**config.mk**
```make
export PLATFORM = sky130hd
export DESIGN_NAME = addr_xlate
export DESIGN_NICKNAME = d
export VERILOG_FILES = /design/src/rtl/addr_xlate_pkg.sv /design/src/rtl/addr_xlate_ctrl.sv /design/src/rtl/addr_xlate_dp.sv /design/src/rtl/addr_xlate.sv
export SDC_FILE = /design/constraint.sdc
export NUM_CORES = 1
export LEC_CHECK = 0
export BUFFER_PORTS_ARGS = -buffer_cell sky130_fd_sc_hd__buf_2
export CAP_MARGIN = 5
export CORE_ASPECT_RATIO = 0.75
export CORE_MARGIN = 2
export CORE_UTILIZATION = 49
export CTS_CLUSTER_SIZE = 20
export DETAILED_ROUTE_END_ITERATION = 10
export PLACE_DENSITY = 0.84
export SYNTH_ARGS = -nofsm -noshare
export SYNTH_HDL_FRONTEND = slang
export SYNTH_SLANG_ARGS = --single-unit
```
**constraint.sdc**
```tcl
create_clock -name clk -period 5.7 [get_ports clk]
set_input_delay 0 -clock clk [delete_from_list [all_inputs] [get_ports clk]]
set_output_delay 0 -clock clk [all_outputs]
set_load 0.02 [all_outputs]
```
**src/rtl/addr_xlate_pkg.sv**
```systemverilog
package addr_xlate_pkg;
  localparam int AW = 32;
  typedef enum logic [1:0] {WIN_NONE = 2'd0, WIN_VID = 2'd1, WIN_MAIN = 2'd2} win_e;
  typedef struct packed {
    logic load;
    logic dir;
    win_e win;
  } xlate_ctl_t;
endpackage

```
**src/rtl/addr_xlate_ctrl.sv**
```systemverilog
module addr_xlate_ctrl
  import addr_xlate_pkg::*;
#(
  parameter logic [31:0] VID_PBASE  = 32'h1800_0000,
  parameter logic [31:0] VID_SIZE   = 32'h0060_0000,
  parameter logic [31:0] VID_VBASE  = 32'h1F00_0000,
  parameter logic [31:0] MAIN_PBASE = 32'h2000_0000,
  parameter logic [31:0] MAIN_SIZE  = 32'h0800_0000,
  parameter logic [31:0] MAIN_VBASE = 32'h0800_0000
) (
  input  logic          inValid,
  input  logic          inDir,
  input  logic [AW-1:0] inAddr,
  output xlate_ctl_t    ctl
);
  localparam int NWIN = 2;
  logic [AW-1:0] winBase [NWIN];
  logic [NWIN-1:0] winMatch;

  always_comb begin
    // Entry 0 is the video window, entry 1 the main window.
    winBase[0] = inDir ? VID_VBASE : VID_PBASE;
    winBase[1] = inDir ? MAIN_VBASE : MAIN_PBASE;
  end

  for (genvar g = 0; g < NWIN; g++) begin : g_win
    localparam logic [AW-1:0] SZ = (g == 0) ? VID_SIZE : MAIN_SIZE;
    logic [AW:0] top;
    assign top = {1'b0, winBase[g]} + {1'b0, SZ};
    assign winMatch[g] = (inAddr >= winBase[g]) && ({1'b0, inAddr} < top);
  end

  always_comb begin
    ctl.load = inValid;
    ctl.dir  = inDir;
    if (winMatch[0])      ctl.win = WIN_VID;
    else if (winMatch[1]) ctl.win = WIN_MAIN;
    else                  ctl.win = WIN_NONE;
  end
endmodule

```
**src/rtl/addr_xlate_dp.sv**
```systemverilog
module addr_xlate_dp
  import addr_xlate_pkg::*;
#(
  parameter logic [31:0] VID_PBASE  = 32'h1800_0000,
  parameter logic [31:0] VID_VBASE  = 32'h1F00_0000,
  parameter logic [31:0] MAIN_PBASE = 32'h2000_0000,
  parameter logic [31:0] MAIN_VBASE = 32'h0800_0000
) (
  input  logic          clk,
  input  logic          rstN,
  input  xlate_ctl_t    ctl,
  input  logic [AW-1:0] inAddr,
  output logic          outValid,
  output logic [AW-1:0] outAddr,
  output logic          outHit,
  output logic          outErr
);
  localparam logic [AW-1:0] VID_P2V  = VID_VBASE - VID_PBASE;
  localparam logic [AW-1:0] MAIN_P2V = MAIN_VBASE - MAIN_PBASE;

  logic [AW-1:0] offset;
  logic [AW-1:0] nextAddr;

  always_comb begin
    unique case (ctl.win)
      WIN_VID:  offset = VID_P2V;
      WIN_MAIN: offset = MAIN_P2V;
      default:  offset = '0;
    endcase
    nextAddr = ctl.dir ? (inAddr - offset) : (inAddr + offset);
  end

  always_ff @(posedge clk) begin
    if (!rstN) begin
      outValid <= 1'b0;
      outAddr  <= '0;
      outHit   <= 1'b0;
      outErr   <= 1'b0;
    end else begin
      outValid <= ctl.load;
      outHit   <= ctl.load && (ctl.win != WIN_NONE);
      outErr   <= ctl.load && (ctl.win == WIN_NONE);
      if (ctl.load) outAddr <= nextAddr;
    end
  end
endmodule

```
**src/rtl/addr_xlate.sv**
```systemverilog
module addr_xlate
  import addr_xlate_pkg::*;
#(
  parameter logic [31:0] MAIN_PBASE = 32'h2000_0000,
  parameter logic [31:0] MAIN_SIZE  = 32'h0800_0000
) (
  input  logic        clk,
  input  logic        rstN,
  input  logic        inValid,
  input  logic        inDir,
  input  logic [31:0] inAddr,
  output logic        outValid,
  output logic [31:0] outAddr,
  output logic        outHit,
  output logic        outErr
);
  localparam logic [31:0] VID_PBASE  = 32'h1800_0000;
  localparam logic [31:0] VID_SIZE   = 32'h0060_0000;
  localparam logic [31:0] VID_VBASE  = 32'h1F00_0000;
  localparam logic [31:0] MAIN_VBASE = 32'h0800_0000;

  xlate_ctl_t ctl;

  addr_xlate_ctrl #(
    .VID_PBASE(VID_PBASE), .VID_SIZE(VID_SIZE), .VID_VBASE(VID_VBASE),
    .MAIN_PBASE(MAIN_PBASE), .MAIN_SIZE(MAIN_SIZE), .MAIN_VBASE(MAIN_VBASE)
  ) u_ctrl (
    .inValid(inValid), .inDir(inDir), .inAddr(inAddr), .ctl(ctl)
  );

  addr_xlate_dp #(
    .VID_PBASE(VID_PBASE), .VID_VBASE(VID_VBASE),
    .MAIN_PBASE(MAIN_PBASE), .MAIN_VBASE(MAIN_VBASE)
  ) u_dp (
    .clk(clk), .rstN(rstN), .ctl(ctl), .inAddr(inAddr),
    .outValid(outValid), .outAddr(outAddr), .outHit(outHit), .outErr(outErr)
  );
endmodule

```
# --- Yosys cells after proc, flatten, opt, wreduce, memory -nomap -nowiden ---
# Cells that the tools add are included.
totals:
  reg_bits: 35
op_classes:
  magnitude_cmp: 4
  reduce_logical: 6
  n_addsub: 4
  mux: 6
  eq_ne: 2
op_table:
  columns: ["operator", "count"]
  rows:
  - ["32-bit by 33-bit < comparator with 1-bit output", 2]
  - ["32-bit >= comparator", 2]
  - ["32-bit one-hot mux with 2 select lines", 1]
  - ["32-bit by 23-bit adder with 33-bit output (second input constant)", 1]
  - ["32-bit by 28-bit adder with 33-bit output (second input constant)", 1]
  - ["32-bit adder", 1]
  - ["32-bit 2-to-1 mux", 1]
  - ["32-bit subtractor", 1]
  - ["30-bit 2-to-1 mux", 1]
  - ["27-bit 2-to-1 mux", 1]
  - ["1-bit logical AND", 4]
  - ["2-bit 2-to-1 mux", 2]
  - ["2-bit by 1-bit == test with 1-bit output (second input constant)", 1]
  - ["2-bit == test (second input constant)", 1]
  - ["2-bit logical NOT", 1]
  - ["2-bit nonzero test", 1]

# --- Depth between registers and ports, before layout ---
# Gate-level depths: netlist of run 1.
logic_depth:
  word_depth: 10
  depth_mapped: 15
  depth_no_buf: 15

# --- Modules after synthesis ---
# From an unflattened synthesis of run 1, not the netlist that was laid out.
hier_totals:
  cells_unflattened: 215
  area_unflattened_um2: 1953.1
by_module_without_submodules:
  columns: ["mod", "seq_area_each_um2", "area_each_um2", "n_inst", "cells_per_inst"]
  rows:
  - ["addr_xlate_dp", 700.7, 1627.8, 1, 173]
  - ["addr_xlate_ctrl", 0.0, 325.3, 1, 42]

# --- Worst setup path after synthesis of run 1 ---
# Ideal clock, no wire load.
synth_timing:
  kind: "input port to flip-flop"
  startpoint: "input port inDir"
  endpoint: "register u_dp.outAddr[31]"
  slack_ps: 2766
  path_stages: 13
  arrival_ps: 2839
  setup_time_ps: 95
  cell_sequence: "inv_1 -> ha_1 -> or4_1 -> nor3_1 -> o221a_4 -> a21oi_1 -> ha_1 -> and2_1 -> a22o_1 -> a311o_1 -> a211oi_1 -> a21oi_1 -> o311ai_1"
synth_via:
  elab_chain_cells: 10
  word_cells_on_any_way: 18
  cone_classes: "add/sub: 4; order compare: 4; eq/ne: 2; mux: 6; reduce/logical: 2"
synth_lines:
  columns: ["item", "line", "source"]
  rows:
  - ["from (decl)", "addr_xlate.sv:10", "input logic inDir,"]
  - ["30-bit 2-to-1 mux", "addr_xlate_ctrl.sv:23", "winBase[1] = inDir ? MAIN_VBASE : MAIN_PBASE;"]
  - ["32-bit by 28-bit adder with 33-bit output", "addr_xlate_ctrl.sv:29", "assign top = {1'b0, winBase[g]} + {1'b0, SZ};"]
  - ["32-bit by 33-bit < comparator with 1-bit output", "addr_xlate_ctrl.sv:30", "assign winMatch[g] = (inAddr >= winBase[g]) && ({1'b0, inAddr} < top);"]
  - ["1-bit logical AND", "addr_xlate_ctrl.sv:30", null]
  - ["2-bit 2-to-1 mux", "addr_xlate_ctrl.sv:37", "else if (winMatch[1]) ctl.win = WIN_MAIN;"]
  - ["2-bit 2-to-1 mux", "addr_xlate_ctrl.sv:36", "if (winMatch[0]) ctl.win = WIN_VID;"]
  - ["2-bit == test / 2-bit by 1-bit == test with 1-bit output (equally long branches)", "addr_xlate_dp.sv:25", "unique case (ctl.win)"]
  - ["32-bit one-hot mux with 2 select lines", "addr_xlate_dp.sv:25", null]
  - ["32-bit adder / 32-bit subtractor (equally long branches)", "addr_xlate_dp.sv:30", "nextAddr = ctl.dir ? (inAddr - offset) : (inAddr + offset);"]
  - ["32-bit 2-to-1 mux *", "addr_xlate_dp.sv:30", null]
  - ["to (signal assigned)", "addr_xlate_dp.sv:43", "if (ctl.load) outAddr <= nextAddr;"]
  - ["to (decl)", "addr_xlate_dp.sv:14", "output logic [AW-1:0] outAddr,"]
# Mark *: on every way between the ends. The rest lies on a longest branch, timed or not.
# A chain may end at the register's enable or synchronous reset.

# --- Worst setup path in the final report of run 1 ---
# Ends and elaborated chain as after synthesis.

==> results.yml, run 1 <==
critical_path:
  r2r_start: "u_dp.outAddr[31]"
  crit_arrival_ns: 3.40
  crit_path_end_kind: "flip-flop"
  worst-endpoint-required_ns: 5.88
  worstSetupStartpointType: "input port"
  setup.worst_path.start: "inDir"
  cp.buffers_inverters: 2
  cp_slowest_cell: "or4_1"
  critPathMaxFanout: 9
  cp_top_family: "compound AO/OA/AOI/OAI gates"
  crit_type: "in2reg"
  worstPathCellList: "buf_2 > inv_1 > ha_1 > or4_1 > nor3_1 > o221a_4 > a21oi_1 > ha_1 > and2_1 > a22o_1 > a311o_1 > a211oi_1 > a21oi_1 > o311ai_1"
  critPathMaxStageDelay_ns: 0.52
synth:
  synth_area_leaders: "dfxtp_1 (38%), mux2i_1 (16%), ha_1 (10%)"
  synth_common_cells: "dfxtp_1 (35), nor2b_1 (30), mux2i_1 (29)"
  yosysTopAreaCell: "dfxtp_1"
  ys_warn_count: 0
  avgSynthCellArea_um2: 9.86
  synth_fp_nets: 240
  ys_types: 44
  ys_ff_latch: 35
  yosysSeqAreaShare: 0.376
  synthCells: 189
  syn_area_um2: 1860
  synth_edf_count: 0
  synth-main-ff-cell: "dfxtp_1"
  async_flop_share: 0
  synth_most_common_cell: "dfxtp_1"
  yosys.area.top_type_share: 0.376
cells_and_area:
  layout.nets: 310
  design_area_um2: 2340
  fillers: 339
  drive_gt1_frac: 0.320
  n_antenna_cell: 0
  area.sequential_um2: 701
  syn_to_final_growth_pct: 25.4
  multi_input_area_um2: 1110
timing:
  worst_pin_slew_ns: 0.933
  finalMaxSlewViolations: 0
  fmax_mhz: 310
  rsz0062_at_grt: "no"
  setup_ws_ns: 2.47
  setup_tns_ns: 0
  fin_crit_sh: 0.566
  max-slew-margin-rel: 0.378
  hold_slack_ns: 0.00280
  hold_violations: 0
  setup_viol: 0
  clock-skew-final_ns: 0
  min_period_ns: 3.23
drt:
  vias: 1574
  via_per_inst: 5.06
  ant_nets: 0
  drc: 0
  drt_iter0_markers: 68
  first_pass_iters: 4
  routedWlPerCell_um: 12.9
  finalWirelength_um: 4010
cts:
  cts_resized: 0
  clkTransAtPathRegs_ns: 0.07
  postCtsSetupRepairBufs: 0
  numCtsBuffers: 5
  root_buffer: "clkbuf_8"
  worstSkewPairLatency_ns: 0.27
  clock-sinks: 35
  holdBufCountCts: 0
  htree_levels: 2
  cts_tree: "yes"
  clk_path_buf_depth: 2
die:
  fp.dieArea_um2: 4320
  io-pin-count: 71
  core_um2: 3660
  die_height_um: 57.4
  chipWidth_um: 75.2
  rows: 19
  initial_core_util: 0.509
placed_design:
  place_ws_ns: 2.22
  port_buffers: 70
  gp_congestion: 0.879
  dpl_cell_area_um2: 2250
  dpl.hpwl_um: 3170
flow_run:
  max_cap_viol_count: 0
global_route:
  grt_overflow_total: 0
  grt_pass1_vias: 1451
  grt_max_degree: 38
  grt_pass1_wl_um: 6290
  antenna_found_initial: 0
  grt_util_all_layers: 0.189
outcome:
  status: "completed"
power:
  p_leak_uw: 0.00114
  p_per_area_nw_per_um2: 240
  peakVddDrop_uv: 221
worst_hold_path:
  worstHoldStart: "inAddr[6]"
  hold_path_class: "in2reg"
## worst min-delay path: cells and delay by family
| family | cells | cell delay, ns |
|---|---|---|
| simple gates | 1 | 0.09 |
| buf+inv | 1 | 0.09 |
| mux | 1 | 0.06 |
## through the flow
stage,power [uW],instances,util
CTS,568,311,0.639
global placement,391,304,0.615
floorplan,350,189,-
global route,589,311,0.639
finish,561,311,0.639
detailed placement,395,304,0.615
## cell usage in the layout, fill, tap and decap left out, types with 2 or more instances in the layout
cell type	Yosys	final
a21oi_1	5	5
buf_2	2	70
clkbuf_8	0	6
dfxtp_1	35	35
ha_1	15	15
inv_1	4	4
inv_2	2	2
mux2i_1	29	29
nand2_1	7	7
nand2b_1	4	4
nand3_1	2	2
nor2_1	6	6
nor2b_1	30	30
nor3_1	4	4
nor4_1	5	5
nor4_2	2	2
o21ai_0	3	3
xor2_1	3	3
## final timing paths
check,end,slack [ns],cells past startpoint
worst min register to register,u_dp.outAddr[30],0.47,2
worst min-delay path,u_dp.outAddr[6],0.003,3
worst max-delay path,u_dp.outAddr[31],2.47,14
worst max register to register,u_dp.outAddr[31],4.85,3
## flip-flops by register name, summed over array words and instances, names as in the netlist
signal / count
u_dp.outValid: 1
u_dp.outHit: 1
u_dp.outAddr: 32
u_dp.outErr: 1
## where the power goes
part / leakage, uW / internal [uW] / total, uW / switching [uW]
sequential: 0.000289 / 260 / 267 / 6.90
clock: 0.0000470 / 94.6 / 172 / 77.7
combinational: 0.000804 / 51.9 / 122 / 69.8
## cell type report
type	instances	share of cell area
Multi-Input combinational cell	140	0.474
Sequential cell	35	0.300
Timing Repair Buffer	70	0.150
Clock buffer	6	0.0353
Tap cell	52	0.0278
Inverter	7	0.0112
Clock inverter	1	0.00214
## routing by layer
metal | track usage | up-vias | wire, um
met3 | 0.0671 | 6 | 305
li1 | - | 812 | -
met4 | 0.0401 | 0 | 44
met2 | 0.308 | 47 | 1760
met1 | 0.242 | 709 | 1900
met5 | 0 | - | 0
## kinds of logic (layout without fill, tap and decap cells)
logic type / Yosys count / after routing / share of synthesized area
simple gates: 67 / 67 / 0.214
flops: 35 / 35 / 0.376
buf+inv: 14 / 84 / 0.0295
mux: 29 / 29 / 0.156
fa+ha+maj: 15 / 15 / 0.101
xor+xnor: 4 / 4 / 0.0188
compound gates: 25 / 25 / 0.105
Note: power is estimated with default switching activity, not from simulation.
==> run 2: changes to the inputs <==
--- a/config.mk
+++ b/config.mk
@@ -5,14 +5,15 @@
 export SDC_FILE = /design/constraint.sdc
 export NUM_CORES = 1
 export LEC_CHECK = 0
+export ABC_AREA = 1
 export BUFFER_PORTS_ARGS = -buffer_cell sky130_fd_sc_hd__buf_2
 export CAP_MARGIN = 5
 export CORE_ASPECT_RATIO = 0.75
 export CORE_MARGIN = 2
-export CORE_UTILIZATION = 49
+export CORE_UTILIZATION = 44
 export CTS_CLUSTER_SIZE = 20
 export DETAILED_ROUTE_END_ITERATION = 10
-export PLACE_DENSITY = 0.84
+export PLACE_DENSITY = 0.8
 export SYNTH_ARGS = -nofsm -noshare
 export SYNTH_HDL_FRONTEND = slang
 export SYNTH_SLANG_ARGS = --single-unit
==> constraint.sdc (replaced) <==
create_clock -name clk -period 2.9 [get_ports clk]
set_input_delay 0 -clock clk [delete_from_list [all_inputs] [get_ports clk]]
set_output_delay 0 -clock clk [all_outputs]
set_load 0.02 [all_outputs]
==> run 2 against run 1 <==
  * Clock-buffer cell count fell by 1
  * Sequential share of layout area fell by 3.6 points
  * Wire length rose by 24%
  * Utilization rose by 0.97 points
  * Cell count rose by 38%
  * First-iteration DRC count rose by 68%
  * Clock skew did not move
  * Global-route usage rose by 2.4 points
  * Worst hold slack improved by 0.023 ns
==> results.yml, run 2 <==
critical_path:
  crit_path_end: "u_dp.outAddr[30]"
  regToRegSetupSlack_ns: 2.22
  critPathMaxFanout: 4
  r2r_start: "u_dp.outAddr[26]"
  crit_type: "in2reg"
  reg2regPathDepth: 4
  critical_path.most_common_cell: "nand2_1"
  worst-endpoint-required_ns: 3.08
  crit_arrival_ns: 2.82
  crit_path_end_kind: "flip-flop"
  rr_endpoint: "u_dp.outAddr[26]"
  critPathMaxStageDelay_ns: 0.53
  worstSetupStartpointType: "input port"
  cp_slowest_cell: "dlygate4sd3_1"
  worstPathCellList: "dlygate4sd3_1 > buf_2 > inv_1 > nand2_1 > nor2_1 > nand3_1 > o21ai_2 > nand3_2 > ha_1 > inv_1 > nor2_1 > nand2_1 > nand2_1 > nand2_1 > nand2_1 > nand2_1 > nand2_1 > nand2_1 > nand3_1 > nand3_1 > o211ai_1 > inv_1"
  setup.worst_path.start: "inAddr[15]"
timing:
  max-slew-margin-rel: 0.642
  fmax_mhz: 379
  finalMaxSlewViolations: 0
  fin_crit_sh: 0.910
  setup_viol: 0
  clock-skew-final_ns: 0
  rsz0062_at_grt: "no"
  setup_tns_ns: 0
  worst_pin_slew_ns: 0.534
  setup_ws_ns: 0.260
  hold_violations: 0
  min_period_ns: 2.64
synth:
  synth_fp_nets: 333
  ys_ff_latch: 35
  synth_edf_count: 0
  ys_types: 24
  synthCells: 282
  avgSynthCellArea_um2: 6.73
  synth-main-ff-cell: "dfxtp_1"
  synth_area_leaders: "dfxtp_1 (37%), nor2_1 (12%), ha_1 (9.9%)"
  yosysSeqAreaShare: 0.369
  synth_common_cells: "nor2_1 (63), nand2_1 (46), inv_1 (36)"
  yosysTopAreaCell: "dfxtp_1"
  async_flop_share: 0
  synth_most_common_cell: "nor2_1"
  yosys.area.top_type_share: 0.369
  syn_area_um2: 1900
  ys_warn_count: 0
cts:
  root_buffer: "clkbuf_8"
  numCtsBuffers: 5
  htree_levels: 2
  cts_tree: "yes"
  worstSkewPairLatency_ns: 0.29
  clk_path_buf_depth: 2
  clock-sinks: 35
  postCtsSetupRepairBufs: 0
  clkTransAtPathRegs_ns: 0.08
drt:
  finalWirelength_um: 4960
  ant_nets: 0
  via_per_inst: 4.73
  routedWlPerCell_um: 11.5
  vias: 2032
  drc: 0
  first_pass_iters: 4
  drt_iter0_markers: 114
placed_design:
  place_ws_ns: 0.131
  port_buffers: 70
  gp_congestion: 0.901
  dpl.hpwl_um: 3400
  dpl.cell_count: 399
cells_and_area:
  utilization: 0.648
  regMostFlops: "u_dp.outAddr"
  syn_to_final_growth_pct: 40.2
  largest_reg_flops: 32
  multi_input_area_um2: 1030
  layout.nets: 425
  area.sequential_um2: 701
  fillers: 373
  n_antenna_cell: 0
  final_common_cell: "buf_2"
  layout_common_cells: "buf_2 (70), nor2_1 (63), nand2_1 (46)"
  final_cells: 430
  drive_gt1_frac: 0.227
global_route:
  grt_pass1_vias: 1855
  grt_util_all_layers: 0.213
  grt_overflow_total: 0
  antenna_found_initial: 0
  grt_pass1_wl_um: 7980
  grt_max_degree: 46
outcome:
  status: "completed"
die:
  io-pin-count: 71
  chipWidth_um: 79.8
  initial_core_util: 0.462
  fp.dieArea_um2: 4860
  rows: 20
  core_um2: 4100
  die_height_um: 60.9
power:
  clkPwrFrac: 0.389
  switching_power_uw: 361
  p_per_area_nw_per_um2: 501
  p_leak_uw: 0.00142
  peakVddDrop_uv: 309
  p_comb_frac: 0.213
  p_int_uw: 973
  p_seq_frac: 0.398
  switching_share: 0.271
worst_hold_path:
  hold_path_class: "in2reg"
flow_run:
  max_cap_viol_count: 0
## run 2: timing repair
action                     in CTS  in global routing
gates resized for setup         0                  1
hold endpoints to repair       23                  0
setup endpoints to repair       0                  1
hold buffers                   23                  0
## run 2: how the worst min path moves through the flow
stage                    start  cells after the start                to
detailed placement  inAddr[12]                      3  u_dp.outAddr[12]
CTS                 inAddr[23]                      3  u_dp.outAddr[23]
global placement    inAddr[10]                      3  u_dp.outAddr[10]
floorplan            inAddr[1]                      2   u_dp.outAddr[1]
finish              inAddr[23]                      3  u_dp.outAddr[23]
global route        inAddr[23]                      3  u_dp.outAddr[23]
## run 2: cell type report
cell class                 count  share of cell area
inverter                      37              0.0522
clock buffer                   5              0.0259
clock inverter                 3              0.0254
timing repair buffer          94               0.221
multi-input combinational    201               0.386
sequential                    35               0.263
tap                           55              0.0259
## run 2: stage by stage
stage	cell area, um2	power (uW)	hold WS (ns)
global route	2660	1410	0.0208
CTS	2660	1350	0.0123
floorplan	1900	707	0.135
detailed placement	2290	799	0.250
finish	2660	1330	0.0263
global placement	2290	795	0.239
## run 2: routing by layer
layer / share of wire / vias up / global-route usage
met5: 0 / - / 0
met4: 0.0060 / 0 / 0.0581
met3: 0.068 / 3 / 0.0551
met2: 0.46 / 67 / 0.372
met1: 0.47 / 883 / 0.266
li1: - / 1079 / -
## run 2: critical path, delay by kind of cell
family | cells | cell delay (ns)
AO/OA/AOI/OAI | 2 | 0.32
buffers and inverters | 5 | 0.82
adder cells (fa/ha/maj) | 1 | 0.34
AND/OR/NAND/NOR | 14 | 1.33
## run 2: cell families (layout without fill, tap and decap cells)
logic type | after synthesis | in the layout | share of synthesized area
fa+ha+maj | 15 | 15 | 0.0989
compound gates | 52 | 52 | 0.145
simple gates | 131 | 131 | 0.281
buf+inv | 46 | 139 | 0.0916
flops | 35 | 35 | 0.369
xor+xnor | 3 | 3 | 0.0138
## run 2: power by group through the flow
stage / sequential (uW) / clock (uW) / combinational (uW)
after floorplan: 584 / 0 / 123
after global placement: 540 / 0 / 255
after detailed placement: 541 / 0 / 258
after CTS: 531 / 535 / 283
after global routing: 535 / 554 / 318
final: 531 / 519 / 284
==> run 3: changes to the inputs <==
--- a/config.mk
+++ b/config.mk
@@ -14,6 +14,7 @@
 export CTS_CLUSTER_SIZE = 20
 export DETAILED_ROUTE_END_ITERATION = 10
 export PLACE_DENSITY = 0.8
+export REMOVE_ABC_BUFFERS = 1
 export SYNTH_ARGS = -nofsm -noshare
 export SYNTH_HDL_FRONTEND = slang
 export SYNTH_SLANG_ARGS = --single-unit
==> run 3 against run 2 <==
  * Flip-flop and latch count unchanged
  * Register-to-register slack about the same
  * Combinational power up 2%
  * Cell area down 0.61%
  * Worst setup slack better by 0.035 ns
==> results.yml, run 3 (same netlist as run 2, synthesis figures left out) <==
critical_path:
  crit_arrival_ns: 2.79
  cp_slowest_cell: "dlygate4sd3_1"
  worst-endpoint-required_ns: 3.08
  critPathMaxFanout: 4
  crit_path_end_kind: "flip-flop"
  worstSetupStartpointType: "input port"
  critPathMaxStageDelay_ns: 0.54
  reg2regPathDepth: 4
  worstPathCellList: "dlygate4sd3_1 > buf_2 > nor2_1 > nand2_1 > nor2_1 > nand2_1 > o21ai_2 > nand2_2 > nand2_2 > nand3_2 > ha_1 > inv_1 > o21bai_1 > a31oi_1 > nand2_1 > a21oi_1 > inv_1 > nand2_1 > nand3_1 > nand2_1 > inv_1"
  critical_path.most_common_cell: "nand2_1"
  crit_type: "in2reg"
timing:
  worst_pin_slew_ns: 0.525
  min_period_ns: 2.61
  fin_crit_sh: 0.898
  clock-skew-final_ns: 0
  max-slew-margin-rel: 0.650
  hold_slack_ns: 0.0140
  setup_ws_ns: 0.295
  setup_viol: 0
  finalMaxSlewViolations: 0
  hold_violations: 0
  fmax_mhz: 384
power:
  p_leak_uw: 0.00141
  peakVddDrop_uv: 235
  p_per_area_nw_per_um2: 468
cts:
  numCtsBuffers: 5
  clkTransAtPathRegs_ns: 0.07
  cts_tree: "yes"
  worstSkewPairLatency_ns: 0.28
  clk_path_buf_depth: 2
  root_buffer: "clkbuf_8"
  htree_levels: 2
  clock-sinks: 35
  postCtsSetupRepairBufs: 0
die:
  chipWidth_um: 79.8
  core_um2: 4100
  fp.dieArea_um2: 4860
  initial_core_util: 0.462
  rows: 20
  io-pin-count: 71
  die_height_um: 60.9
global_route:
  antenna_found_initial: 0
  busiest_layer: "met2"
  grt_max_degree: 45
  grt_pass1_wl_um: 8780
  grt_util_met2: 0.417
  grt_util_all_layers: 0.232
  grt_util_met3: 0.0580
  grt_overflow_total: 0
  grt_pass1_vias: 2076
  use_met1: 0.283
drt:
  vias: 2060
  drt_iter0_markers: 82
  drc: 0
  ant_nets: 0
  routedWlPerCell_um: 11.8
  finalWirelength_um: 5070
  via_per_inst: 4.81
  first_pass_iters: 4
placed_design:
  dpl.hpwl_um: 3440
  gp_congestion: 0.798
  place_ws_ns: 0.141
  dpl.cell_count: 399
  port_buffers: 70
cells_and_area:
  final_cells: 428
  drive_gt1_frac: 0.231
  layout_common_cells: "buf_2 (70), nor2_1 (62), nand2_1 (46)"
  n_antenna_cell: 0
  largest_reg_flops: 32
  final_common_cell: "buf_2"
  layout.nets: 424
  utilization: 0.645
  regMostFlops: "u_dp.outAddr"
  syn_to_final_growth_pct: 39.4
  fillers: 386
worst_hold_path:
  holdPathStages: 3
  hold_path_class: "in2reg"
flow_run:
  max_cap_viol_count: 0
outcome:
  status: "completed"
[run 3: area by class of cell]
| cell class | instances | area [um2] | share of cell area |
|---|---|---|---|
| Multi-Input combinational cell | 201 | 1060 | 0.399 |
| Sequential cell | 35 | 701 | 0.265 |
| Timing Repair Buffer | 93 | 578 | 0.219 |
| Inverter | 37 | 139 | 0.0525 |
| Clock buffer | 6 | 72.6 | 0.0274 |
| Tap cell | 55 | 68.8 | 0.0260 |
| Clock inverter | 1 | 30.0 | 0.0114 |
[run 3: stage by stage]
step | setup TNS (ns) | area (um2) | total power (uW)
detailed placement | 0 | 2290 | 800
finish | 0 | 2650 | 1240
floorplan | 0 | 1860 | 696
CTS | 0 | 2610 | 1240
global placement | 0 | 2290 | 794
global route | -0.0130 | 2650 | 1310
[run 3: metal layers]
layer	part of all wire	vias to the layer above	wire [um]
li1	-	1074	-
met1	0.48	929	2460
met2	0.45	53	2300
met3	0.055	4	280
met4	0.0075	0	38
met5	0	-	0
[run 3: critical path: cells and delay by family]
family | cells | cell delay [ns]
simple gates | 11 | 1.03
buf+inv | 5 | 0.86
compound gates | 4 | 0.56
fa+ha+maj | 1 | 0.35
[run 3: final timing paths]
| path | to | startpoint | slack [ns] |
|---|---|---|---|
| min reg2reg | u_dp.outAddr[28] | u_dp.outAddr[28] | 0.47 |
| min | u_dp.outAddr[9] | inAddr[9] | 0.01 |
| max | u_dp.outAddr[31] | inAddr[21] | 0.29 |
| max reg2reg | u_dp.outAddr[26] | u_dp.outAddr[26] | 2.23 |
[run 3: where the power goes]
part / switching, uW / total, uW / leakage (uW) / internal [uW]
registers: 14.4 / 530 / 0.000291 / 515
logic: 172 / 289 / 0.00107 / 116
clock network: 167 / 419 / 0.0000513 / 252
[run 3: timing repair]
action | CTS | global route
gates resized for setup | 0 | 4
hold endpoints to repair | 22 | 0
hold buffers | 22 | 0
setup endpoints to repair | 0 | 2
